==> config.mk <==
export PLATFORM = sky130hd
export DESIGN_NAME = ssc_ratio_gen
export DESIGN_NICKNAME = d
export VERILOG_FILES = /design/src/rtl/ssc_ratio_gen.sv
export SDC_FILE = /design/constraint.sdc
export NUM_CORES = 1
export LEC_CHECK = 0
export ABC_AREA = 1
export BUFFER_PORTS_ARGS = -buffer_cell sky130_fd_sc_hd__buf_2
export CAP_MARGIN = 30
export CORE_UTILIZATION = 50
export CTS_BUF_LIST = sky130_fd_sc_hd__clkbuf_2 sky130_fd_sc_hd__clkbuf_4 sky130_fd_sc_hd__clkbuf_8
export CTS_CLUSTER_SIZE = 25
export DETAILED_ROUTE_END_ITERATION = 6
export PLACE_DENSITY = 0.79
export SYNTH_ARGS = -nofsm -noshare
export SYNTH_HDL_FRONTEND = slang
export SYNTH_SLANG_ARGS = --single-unit
export TNS_END_PERCENT = 1
==> constraint.sdc <==
create_clock -name clk -period 9.5 [get_ports clk]
set_input_delay 0.95 -clock clk [delete_from_list [all_inputs] [get_ports clk]]
set_output_delay 0.95 -clock clk [all_outputs]
set_load 0.03 [all_outputs]
==> src/rtl/ssc_ratio_gen.sv <==
module ssc_ratio_gen #(
  parameter int INT_W  = 8,
  parameter int FRAC_W = 16,
  parameter int CNT_W  = 12
) (
  input  logic              clk,
  input  logic              rst_n,
  input  logic              en,
  input  logic              spread_en,
  input  logic [INT_W-1:0]  nom_int,
  input  logic [FRAC_W-1:0] nom_frac,
  input  logic [FRAC_W-1:0] step,
  input  logic [CNT_W-1:0]  half_cycles,
  output logic [INT_W-1:0]  ratio
);
  localparam int W = INT_W + FRAC_W;
  localparam logic [CNT_W-1:0] ONE = 1;

  logic [W-1:0]      mag;
  logic [CNT_W-1:0]  cnt;
  logic              going_dn;
  logic [FRAC_W-1:0] a1, a2, a3;
  logic              c2d, c3d, c3dd;

  wire [W-1:0]      step_x = {{INT_W{1'b0}}, step};
  wire [W-1:0]      target = {nom_int, nom_frac} - mag;
  wire [FRAC_W-1:0] xf = target[FRAC_W-1:0];
  wire [INT_W-1:0]  xi = target[W-1:FRAC_W];

  wire [FRAC_W:0] s1 = {1'b0, a1} + {1'b0, xf};
  wire [FRAC_W:0] s2 = {1'b0, a2} + {1'b0, s1[FRAC_W-1:0]};
  wire [FRAC_W:0] s3 = {1'b0, a3} + {1'b0, s2[FRAC_W-1:0]};

  wire signed [3:0] b1   = {3'b000, s1[FRAC_W]};
  wire signed [3:0] b2   = {3'b000, s2[FRAC_W]};
  wire signed [3:0] b2d  = {3'b000, c2d};
  wire signed [3:0] b3   = {3'b000, s3[FRAC_W]};
  wire signed [3:0] b3d  = {2'b00, c3d, 1'b0};
  wire signed [3:0] b3dd = {3'b000, c3dd};
  wire signed [3:0] dy   = b1 + b2 - b2d + b3 - b3d + b3dd;

  wire signed [INT_W+1:0] r_next = $signed({2'b00, xi}) + dy;
  wire turn = (cnt + ONE) >= half_cycles;

  always_ff @(posedge clk) begin
    if (!rst_n) begin
      a1 <= '0; a2 <= '0; a3 <= '0;
      c2d <= 1'b0; c3d <= 1'b0; c3dd <= 1'b0;
      ratio <= '0;
      mag <= '0; cnt <= '0; going_dn <= 1'b1;
    end else if (en) begin
      a1 <= s1[FRAC_W-1:0];
      a2 <= s2[FRAC_W-1:0];
      a3 <= s3[FRAC_W-1:0];
      c2d <= s2[FRAC_W];
      c3d <= s3[FRAC_W];
      c3dd <= c3d;
      ratio <= r_next[INT_W-1:0];
      if (!spread_en) begin
        mag <= '0; cnt <= '0; going_dn <= 1'b1;
      end else begin
        mag <= going_dn ? mag + step_x : mag - step_x;
        if (turn) begin
          cnt <= '0;
          going_dn <= !going_dn;
        end else begin
          cnt <= cnt + ONE;
        end
      end
    end
  end

  a_r4_offset_range: assert property (@(posedge clk) disable iff (!rst_n)
    (dy >= -4'sd3) && (dy <= 4'sd4));

  a_r2_hold: assert property (@(posedge clk) disable iff (!rst_n)
    !en |=> $stable(ratio) && $stable(mag) && $stable(a1));

  a_r6_ramp_track: assert property (@(posedge clk) disable iff (!rst_n)
    spread_en |-> (going_dn ? mag == W'(cnt) * W'(step)
                            : mag == W'(half_cycles - cnt) * W'(step)));

  a_r9_spread_clear: assert property (@(posedge clk) disable iff (!rst_n)
    (en && !spread_en) |=> (mag == '0) && going_dn);
endmodule

==> qor.json, run 1 <==
{
  "power": {
    "power_density_nw_per_um2": 300.1,
    "total_leakage_power_nw": 5.817,
    "max-vdd-ir-drop_v": 0.0002360
  },
  "global_routing": {
    "grt_pass1_vias": 9462,
    "grt_start_max_net_pins": 94,
    "grt_first_pass_wirelength_um": 44900,
    "grt.overflow.total": 0,
    "initial_antenna_violation_count": 0,
    "globalRouteTotalUtil_pct": 26.02
  },
  "logic_synthesis": {
    "synth_area_leader_cell": "sky130_fd_sc_hd__dfxtp_1",
    "postSynthAreaPerCell_um2": 6.269,
    "post_synth_adder_cell_area_pct": 16.83,
    "syn_area_um2": 10240,
    "synth.net_count": 1823,
    "synth-seq-cells": 96,
    "yosys.area_share.simple_pct": 30.37,
    "post_synth_main_area_contributors": "sky130_fd_sc_hd__dfxtp_1 (19%), sky130_fd_sc_hd__ha_1 (15%), sky130_fd_sc_hd__nand2_1 (13%), sky130_fd_sc_hd__inv_1 (8.7%), sky130_fd_sc_hd__a21oi_1 (7.4%)",
    "post_synth_inst_count": 1634,
    "sequential_to_total_area_share_from_yosys_stat_pct": 18.76,
    "synthTopCellsByCount": "sky130_fd_sc_hd__nand2_1 (345), sky130_fd_sc_hd__inv_1 (238), sky130_fd_sc_hd__nor2_1 (198)",
    "synth_compound_gate_area_share_pct": 17.05,
    "synth_mux_area_share_pct": 0,
    "synthMostInstantiatedCell": "sky130_fd_sc_hd__nand2_1",
    "synth-warning-count": 0,
    "synthXorXnorAreaFrac_pct": 6.498,
    "synth_edf_count": 0,
    "dominantRegCellSynth": "sky130_fd_sc_hd__dfxtp_1",
    "netlist.area_leader.share_pct": 18.76,
    "netlist-cell-type-count": 45,
    "synth_top_family_by_area": "simple AND/OR/NAND/NOR gates",
    "async_reset_ff_share_pct": 0
  },
  "cts": {
    "ctsRootBufferMaster": "sky130_fd_sc_hd__clkbuf_8",
    "clk_pin_slew_worst_paths_ns": 0.11,
    "tritoncts_num_sinks": 96,
    "numCtsBuffers": 9,
    "clock_latency_ns": 0.40,
    "cts_repair_resize_count": 0,
    "cts_hold_buf": 0,
    "deepest_level_of_the_cts_h_tree": 3,
    "post-cts-setup-buffer-count": 0,
    "clock_tree.buffer_depth": 2,
    "tritoncts": "built"
  },
  "worst_setup_path": {
    "worst_r2r_endpoint": "ratio[5]$_SDFFE_PN0P_",
    "worstSetupEndpoint": "ratio[5]$_SDFFE_PN0P_",
    "rr_startpoint": "mag[0]$_SDFFE_PN0P_",
    "critical_path.slowest_cell": "sky130_fd_sc_hd__fa_1",
    "crit_path_max_fanout": 5,
    "worst-endpoint-required_ns": 9.80,
    "critical_path.startpoint_type": "primary input",
    "critical_path.max_stage_delay_ns": 0.45,
    "path_class": "primary input to flip-flop",
    "worstSetupEndpointType": "flip-flop",
    "critPathLaunch": "nom_frac[0]",
    "regToRegSetupSlack_ns": 2.33,
    "crit_arrival_ns": 7.82,
    "ff2ff_path_depth": 38
  },
  "finish": {
    "sequential_cell_area_um2": 1922,
    "areaGrowthSynthToFinish_pct": 7.304,
    "antenna_cells": 0,
    "fillCellCount": 1969,
    "finish.net_count": 1867,
    "multi_input_comb_area_um2": 7247,
    "layout.cell_area.non_filler_um2": 10990,
    "final_layout_size_suffix_gt1_share_pct": 8.323
  },
  "sta": {
    "totalNegativeSetupSlack_ns": 0,
    "report.final.slew_viol_count": 0,
    "final_hold_viol_count": 0,
    "skew_ns": 0.01238,
    "maxSlewHeadroom_pct": 33.24,
    "highest_clock_frequency_the_design_can_meet_mhz": 133.0,
    "final_min_period_over_clock_period_pct": 79.14,
    "rsz0062_at_grt": "false",
    "worstMarginPinSlew_ns": 1.001,
    "setup_viol": 0,
    "final.setup.worst_slack_ns": 1.981,
    "min_period_ns": 7.519
  },
  "worst_hold_path": {
    "hold_path_class": "flip-flop to flip-flop"
  },
  "placement": {
    "place.gp.congestion": 0.9163,
    "placed_cell_areas_um2": 10780,
    "dpl_worst_slack_ns": 1.696,
    "port_buffers": 63,
    "place_hpwl_um": 21820
  },
  "routing": {
    "initialDrtViolationCount": 741,
    "residual_drc": 0,
    "antenna_violating_nets_left": 0,
    "via_count": 10390,
    "routed_wl_um": 27500,
    "drt-pass1-iter-count": 5,
    "drt-vias-per-instance": 5.337,
    "wl_per_cell_um": 14.13
  },
  "floorplan": {
    "die_w_um": 145.1,
    "floorplan.core_area_um2": 19780,
    "fp-row-count": 51,
    "die_area_um2": 21060,
    "num_io_pins": 64,
    "die_y_um": 145.1,
    "initial_core_utilization_pct": 51.78
  },
  "job": {
    "max_cap_viols": 0
  },
  "run_status": {
    "status": "completed"
  }
}
==> cell usage in the layout (no fill, tap or decap), drive strengths merged, types with 7 or more instances in the layout <==
| master | Yosys | final |
|---|---|---|
| xor2 | 59 | 59 |
| nor2 | 209 | 209 |
| a21oi | 157 | 157 |
| fa | 8 | 8 |
| o21ai | 114 | 114 |
| buf | 14 | 66 |
| o21bai | 9 | 9 |
| nand2 | 357 | 357 |
| nand4 | 19 | 19 |
| nand3 | 117 | 117 |
| xnor2 | 17 | 17 |
| dfxtp | 96 | 96 |
| clkbuf | 19 | 9 |
| inv | 249 | 251 |
| ha | 125 | 125 |
| nor3 | 16 | 16 |
| nand3b | 7 | 7 |
==> kinds of logic (layout without fill, tap and decap cells) <==
kind of cell,Yosys count,after routing
DFF,96,96
buffers and inverters,283,331
AOI/OAI and AO/OA,313,313
and+or+nand+nor,733,733
xor gates and xnor gates,76,76
adders and majority gates,133,133
==> area by class of cell <==
cell class | instances | area share, %
Sequential cell | 96 | 17.48
Timing Repair Buffer | 66 | 3.073
Multi-Input combinational cell | 1255 | 65.93
Tap cell | 265 | 3.017
Inverter | 250 | 8.537
Clock buffer | 9 | 1.127
Clock inverter | 6 | 0.8310
==> flip-flops by register name, summed over array words and instances (netlist names) <==
register,cells
c2d,1
ratio,8
a3,16
going_dn,1
cnt,12
a1,16
c3d,1
mag,24
a2,16
c3dd,1
==> routing by layer <==
layer / routed length [µm] / global-route usage, %
met1: 13740 / 37.12
met4: 613 / 8.211
met3: 1408 / 3.050
met5: 0 / 0
met2: 11740 / 40.58
==> worst max-delay path: cells and delay by family <==
family	cells	cell delay (ns)
adder cells (fa/ha/maj)	8	2.52
XOR/XNOR	4	0.68
AND/OR/NAND/NOR	16	2.02
AO/OA/AOI/OAI	7	1.34
buffers and inverters	5	0.30
==> worst min-delay path by stage <==
stage | startpoint | endpoint | slack [ns] | depth (start not counted)
after floorplan | a1[8]$_SDFFE_PN0P_ | a1[8]$_SDFFE_PN0P_ | 0.46 | 2
after global placement | cnt[3]$_SDFFE_PN0P_ | cnt[3]$_SDFFE_PN0P_ | 0.47 | 2
after detailed placement | cnt[10]$_SDFFE_PN0P_ | cnt[10]$_SDFFE_PN0P_ | 0.48 | 2
after CTS | cnt[10]$_SDFFE_PN0P_ | cnt[10]$_SDFFE_PN0P_ | 0.49 | 2
after global routing | mag[21]$_SDFFE_PN0P_ | mag[21]$_SDFFE_PN0P_ | 0.52 | 2
final | cnt[1]$_SDFFE_PN0P_ | cnt[1]$_SDFFE_PN0P_ | 0.49 | 2
==> per-stage QoR <==
step | util [%] | std cells | hold slack [ns] | total power, W
detailed placement | 54.48 | 1932 | 0.4761 | 0.002946
global placement | 54.48 | 1932 | 0.4724 | 0.002907
floorplan | - | 1634 | 0.4555 | 0.002377
finish | 55.57 | 1947 | 0.4916 | 0.003299
global route | 55.57 | 1947 | 0.5233 | 0.003634
CTS | 55.57 | 1947 | 0.4935 | 0.003275
==> power breakdown <==
group	leakage, nW	switching, W	total (W)	internal, W
Sequential	0.791	0.0000560	0.000546	0.000490
Combinational	4.92	0.00157	0.00244	0.000866
Clock	0.110	0.000166	0.000315	0.000149
Total	5.82	0.00179	0.00330	0.00150
No activity file was read; power rests on OpenSTA's default activity.
==> run 2, diff against run 1 <==
--- a/config.mk
+++ b/config.mk
@@ -5,7 +5,7 @@
 export SDC_FILE = /design/constraint.sdc
 export NUM_CORES = 1
 export LEC_CHECK = 0
-export ABC_AREA = 1
+export ABC_AREA = 0
 export BUFFER_PORTS_ARGS = -buffer_cell sky130_fd_sc_hd__buf_2
 export CAP_MARGIN = 30
 export CORE_UTILIZATION = 50
==> constraint.sdc (replaced) <==
create_clock -name clk -period 7.55 [get_ports clk]
set_input_delay 0.755 -clock clk [delete_from_list [all_inputs] [get_ports clk]]
set_output_delay 0.755 -clock clk [all_outputs]
set_load 0.03 [all_outputs]
==> run 2 against run 1 <==
  * First-iteration DRC count decreased by 44%
  * Synthesized area fell by 10%
  * Hold slack lost 0.0091 ns
  * Core utilization increased by 5.5 points
  * Count of clock-buffer cells in the layout unchanged
  * Sequential share of layout area is essentially flat
  * Design area rose by 0.22%
  * Combinational power grew 69%
  * Routed wire length fell by 18%
  * Global-route usage shrank 2.7 points
  * Critical endpoint is now ratio[7]$_SDFFE_PN0P_
==> qor.json, run 2 <==
{
  "run_status": {
    "status": "completed"
  },
  "finish": {
    "layout_commonest_cell": "sky130_fd_sc_hd__nor2_1",
    "largest_register_ffs": 24,
    "areaGrowthSynthToFinish_pct": 19.55,
    "mostFrequentLayoutCells": "sky130_fd_sc_hd__nor2_1 (123), sky130_fd_sc_hd__buf_4 (119), sky130_fd_sc_hd__ha_1 (116)",
    "largest_register": "mag",
    "finish.net_count": 1508,
    "final_layout_size_suffix_gt1_share_pct": 19.94,
    "antenna_cells": 0,
    "layout.cell_area.non_filler_um2": 11020
  },
  "cts": {
    "numCtsBuffers": 9,
    "tritoncts": "built",
    "clock_tree.buffer_depth": 2,
    "clk_pin_slew_worst_paths_ns": 0.12,
    "cts_hold_buf": 0,
    "clock_latency_ns": 0.40,
    "deepest_level_of_the_cts_h_tree": 3,
    "ctsRootBufferMaster": "sky130_fd_sc_hd__clkbuf_8",
    "tritoncts_num_sinks": 96
  },
  "logic_synthesis": {
    "syn_area_um2": 9214,
    "synth-seq-cells": 96,
    "netlist.area_leader.share_pct": 20.86,
    "post_synth_main_area_contributors": "sky130_fd_sc_hd__dfxtp_1 (21%), sky130_fd_sc_hd__ha_1 (17%), sky130_fd_sc_hd__xnor2_1 (5.6%), sky130_fd_sc_hd__nor2_1 (5.2%), sky130_fd_sc_hd__a21oi_1 (4.8%)",
    "netlist-cell-type-count": 78,
    "post_synth_inst_count": 1166,
    "async_reset_ff_share_pct": 0,
    "synth.net_count": 1355,
    "synthTopCellsByCount": "sky130_fd_sc_hd__nor2_1 (127), sky130_fd_sc_hd__ha_1 (125), sky130_fd_sc_hd__dfxtp_1 (96)",
    "synth_area_leader_cell": "sky130_fd_sc_hd__dfxtp_1",
    "synth-warning-count": 0,
    "synthMostInstantiatedCell": "sky130_fd_sc_hd__nor2_1",
    "synth_edf_count": 0,
    "postSynthAreaPerCell_um2": 7.902,
    "dominantRegCellSynth": "sky130_fd_sc_hd__dfxtp_1",
    "sequential_to_total_area_share_from_yosys_stat_pct": 20.86
  },
  "sta": {
    "final_hold_viol_count": 0,
    "setup_viol": 0,
    "min_period_ns": 7.496,
    "skew_ns": 0.01327,
    "report.final.slew_viol_count": 0,
    "worstMarginPinSlew_ns": 0.8688,
    "final.setup.worst_slack_ns": 0.05393,
    "highest_clock_frequency_the_design_can_meet_mhz": 133.4,
    "final_min_period_over_clock_period_pct": 99.29,
    "rsz0062_at_grt": "true",
    "maxSlewHeadroom_pct": 41.60
  },
  "floorplan": {
    "die_area_um2": 18980,
    "initial_core_utilization_pct": 51.12,
    "floorplan.core_area_um2": 18020,
    "fp-row-count": 49,
    "num_io_pins": 64,
    "die_w_um": 137.8,
    "die_y_um": 137.8
  },
  "power": {
    "p_clk_share_pct": 6.7,
    "intPower_w": 0.002881,
    "power.share.combinational_pct": 79.7,
    "power_density_nw_per_um2": 470.9,
    "power.total_w": 0.005187,
    "total_leakage_power_nw": 5.284,
    "switching_share_pct": 44.46,
    "pwr-share-seq_pct": 13.6,
    "net-switching-power_w": 0.002306,
    "max-vdd-ir-drop_v": 0.0003470
  },
  "worst_setup_path": {
    "ff2ff_path_depth": 36,
    "worstSetupEndpointType": "flip-flop",
    "worst-endpoint-required_ns": 7.82,
    "critical_path.startpoint_type": "primary input",
    "path_class": "primary input to flip-flop",
    "critical_path.slowest_cell": "sky130_fd_sc_hd__o41a_1",
    "crit_arrival_ns": 7.77,
    "crit_path_max_fanout": 3,
    "critical_path.max_stage_delay_ns": 0.42
  },
  "global_routing": {
    "initial_antenna_violation_count": 0,
    "grt_first_pass_wirelength_um": 35940,
    "globalRouteTotalUtil_pct": 23.36,
    "grt_start_max_net_pins": 54,
    "grt_pass1_vias": 8054,
    "grt.overflow.total": 0
  },
  "placement": {
    "dpl_worst_slack_ns": -0.5308,
    "port_buffers": 63,
    "placed_cell_areas_um2": 10500,
    "place_hpwl_um": 16530,
    "place.gp.congestion": 0.8973
  },
  "job": {
    "max_cap_viols": 0
  },
  "routing": {
    "initialDrtViolationCount": 413,
    "drt-pass1-iter-count": 7,
    "drt-vias-per-instance": 5.708,
    "antenna_violating_nets_left": 0,
    "wl_per_cell_um": 14.44,
    "via_count": 8865,
    "residual_drc": 0,
    "routed_wl_um": 22420
  },
  "worst_hold_path": {
    "hold_path_class": "flip-flop to flip-flop",
    "depth_of_the_worst_hold_timing_path": 2
  }
}
[run 2: cell types whose count changed in the layout (fill, tap and decap cells not counted), moves of 37 or more]
cell and delta:
sky130_fd_sc_hd__xnor2_1 +41, sky130_fd_sc_hd__nand2_1 -284, sky130_fd_sc_hd__nand3_1 -78, sky130_fd_sc_hd__inv_1 -160, sky130_fd_sc_hd__o21ai_0 -37, sky130_fd_sc_hd__buf_4 +116, sky130_fd_sc_hd__nor2_1 -75, sky130_fd_sc_hd__a21oi_1 -73
sky130_fd_sc_hd__mux2i_1 +39
[run 2: per-stage QoR]
step / TNS [ns] / util, % / cells / hold WS (ns)
floorplan: 0 / - / 1166 / 0.4451
global placement: -0.9505 / 58.23 / 1529 / 0.4533
detailed placement: -1.514 / 58.23 / 1529 / 0.4695
CTS: 0 / 59.41 / 1545 / 0.4812
global route: -0.4065 / 61.11 / 1553 / 0.5110
finish: 0 / 61.11 / 1553 / 0.4825
[run 2: kinds of logic after synthesis]
kind of cell    after synthesis  synth area share [%]
buf+inv                     120                 4.916
fa+ha+maj                   133                 18.71
mux                          40                 4.359
flops                        96                 20.86
xor+xnor                    103                 9.791
simple gates                359                 19.38
compound gates              315                 21.99
[run 2: final cells by class]
class,instances,area (µm²)
multi-input combinational,950,7106
fill,1537,7009
sequential,96,1923
timing repair buffer,181,1210
inverter,81,306.5
tap,229,286.5
clock buffer,9,123.9
clock inverter,7,60.06
[run 2: worst paths after layout]
kind | start | end | slack (ns)
worst max-delay path | nom_frac[1] | ratio[7]$_SDFFE_PN0P_ | 0.05
worst min-delay path | mag[19]$_SDFFE_PN0P_ | mag[19]$_SDFFE_PN0P_ | 0.48
worst max register to register | mag[1]$_SDFFE_PN0P_ | ratio[7]$_SDFFE_PN0P_ | 0.07
worst min register to register | mag[19]$_SDFFE_PN0P_ | mag[19]$_SDFFE_PN0P_ | 0.48
[run 2: timing repair]
item	4_1_cts	5_1_grt
setup buffers	0	8
pin swaps	1	51
endpoints found under the setup margin	2	6
gates resized for setup	7	58
[run 2: power by group through the flow]
stage	logic, W	registers, W	clock network (W)
after global routing	0.00459	0.000721	0.000370
final	0.00413	0.000705	0.000347
after floorplan	0.00243	0.000724	0
after global placement	0.00364	0.000712	0
after CTS	0.00382	0.000705	0.000354
after detailed placement	0.00377	0.000716	0
[run 2: worst max-delay path: cells and delay by family]
kind / cells / cell delay (ns)
AOI/OAI and AO/OA: 14 / 2.79
xor gates and xnor gates: 5 / 0.79
adders and majority gates: 7 / 1.69
buffers and inverters: 2 / 0.16
and+or+nand+nor: 8 / 1.60
[run 2: metal layers]
layer | wire (µm) | track usage (%) | vias up | share of wire, %
li1 | - | - | 4499 | -
met1 | 10570 | 29.65 | 4156 | 47
met2 | 10640 | 40.70 | 188 | 47
met3 | 915 | 3.863 | 22 | 4.1
met4 | 297 | 6.039 | 0 | 1.3
met5 | 0 | 0 | - | 0
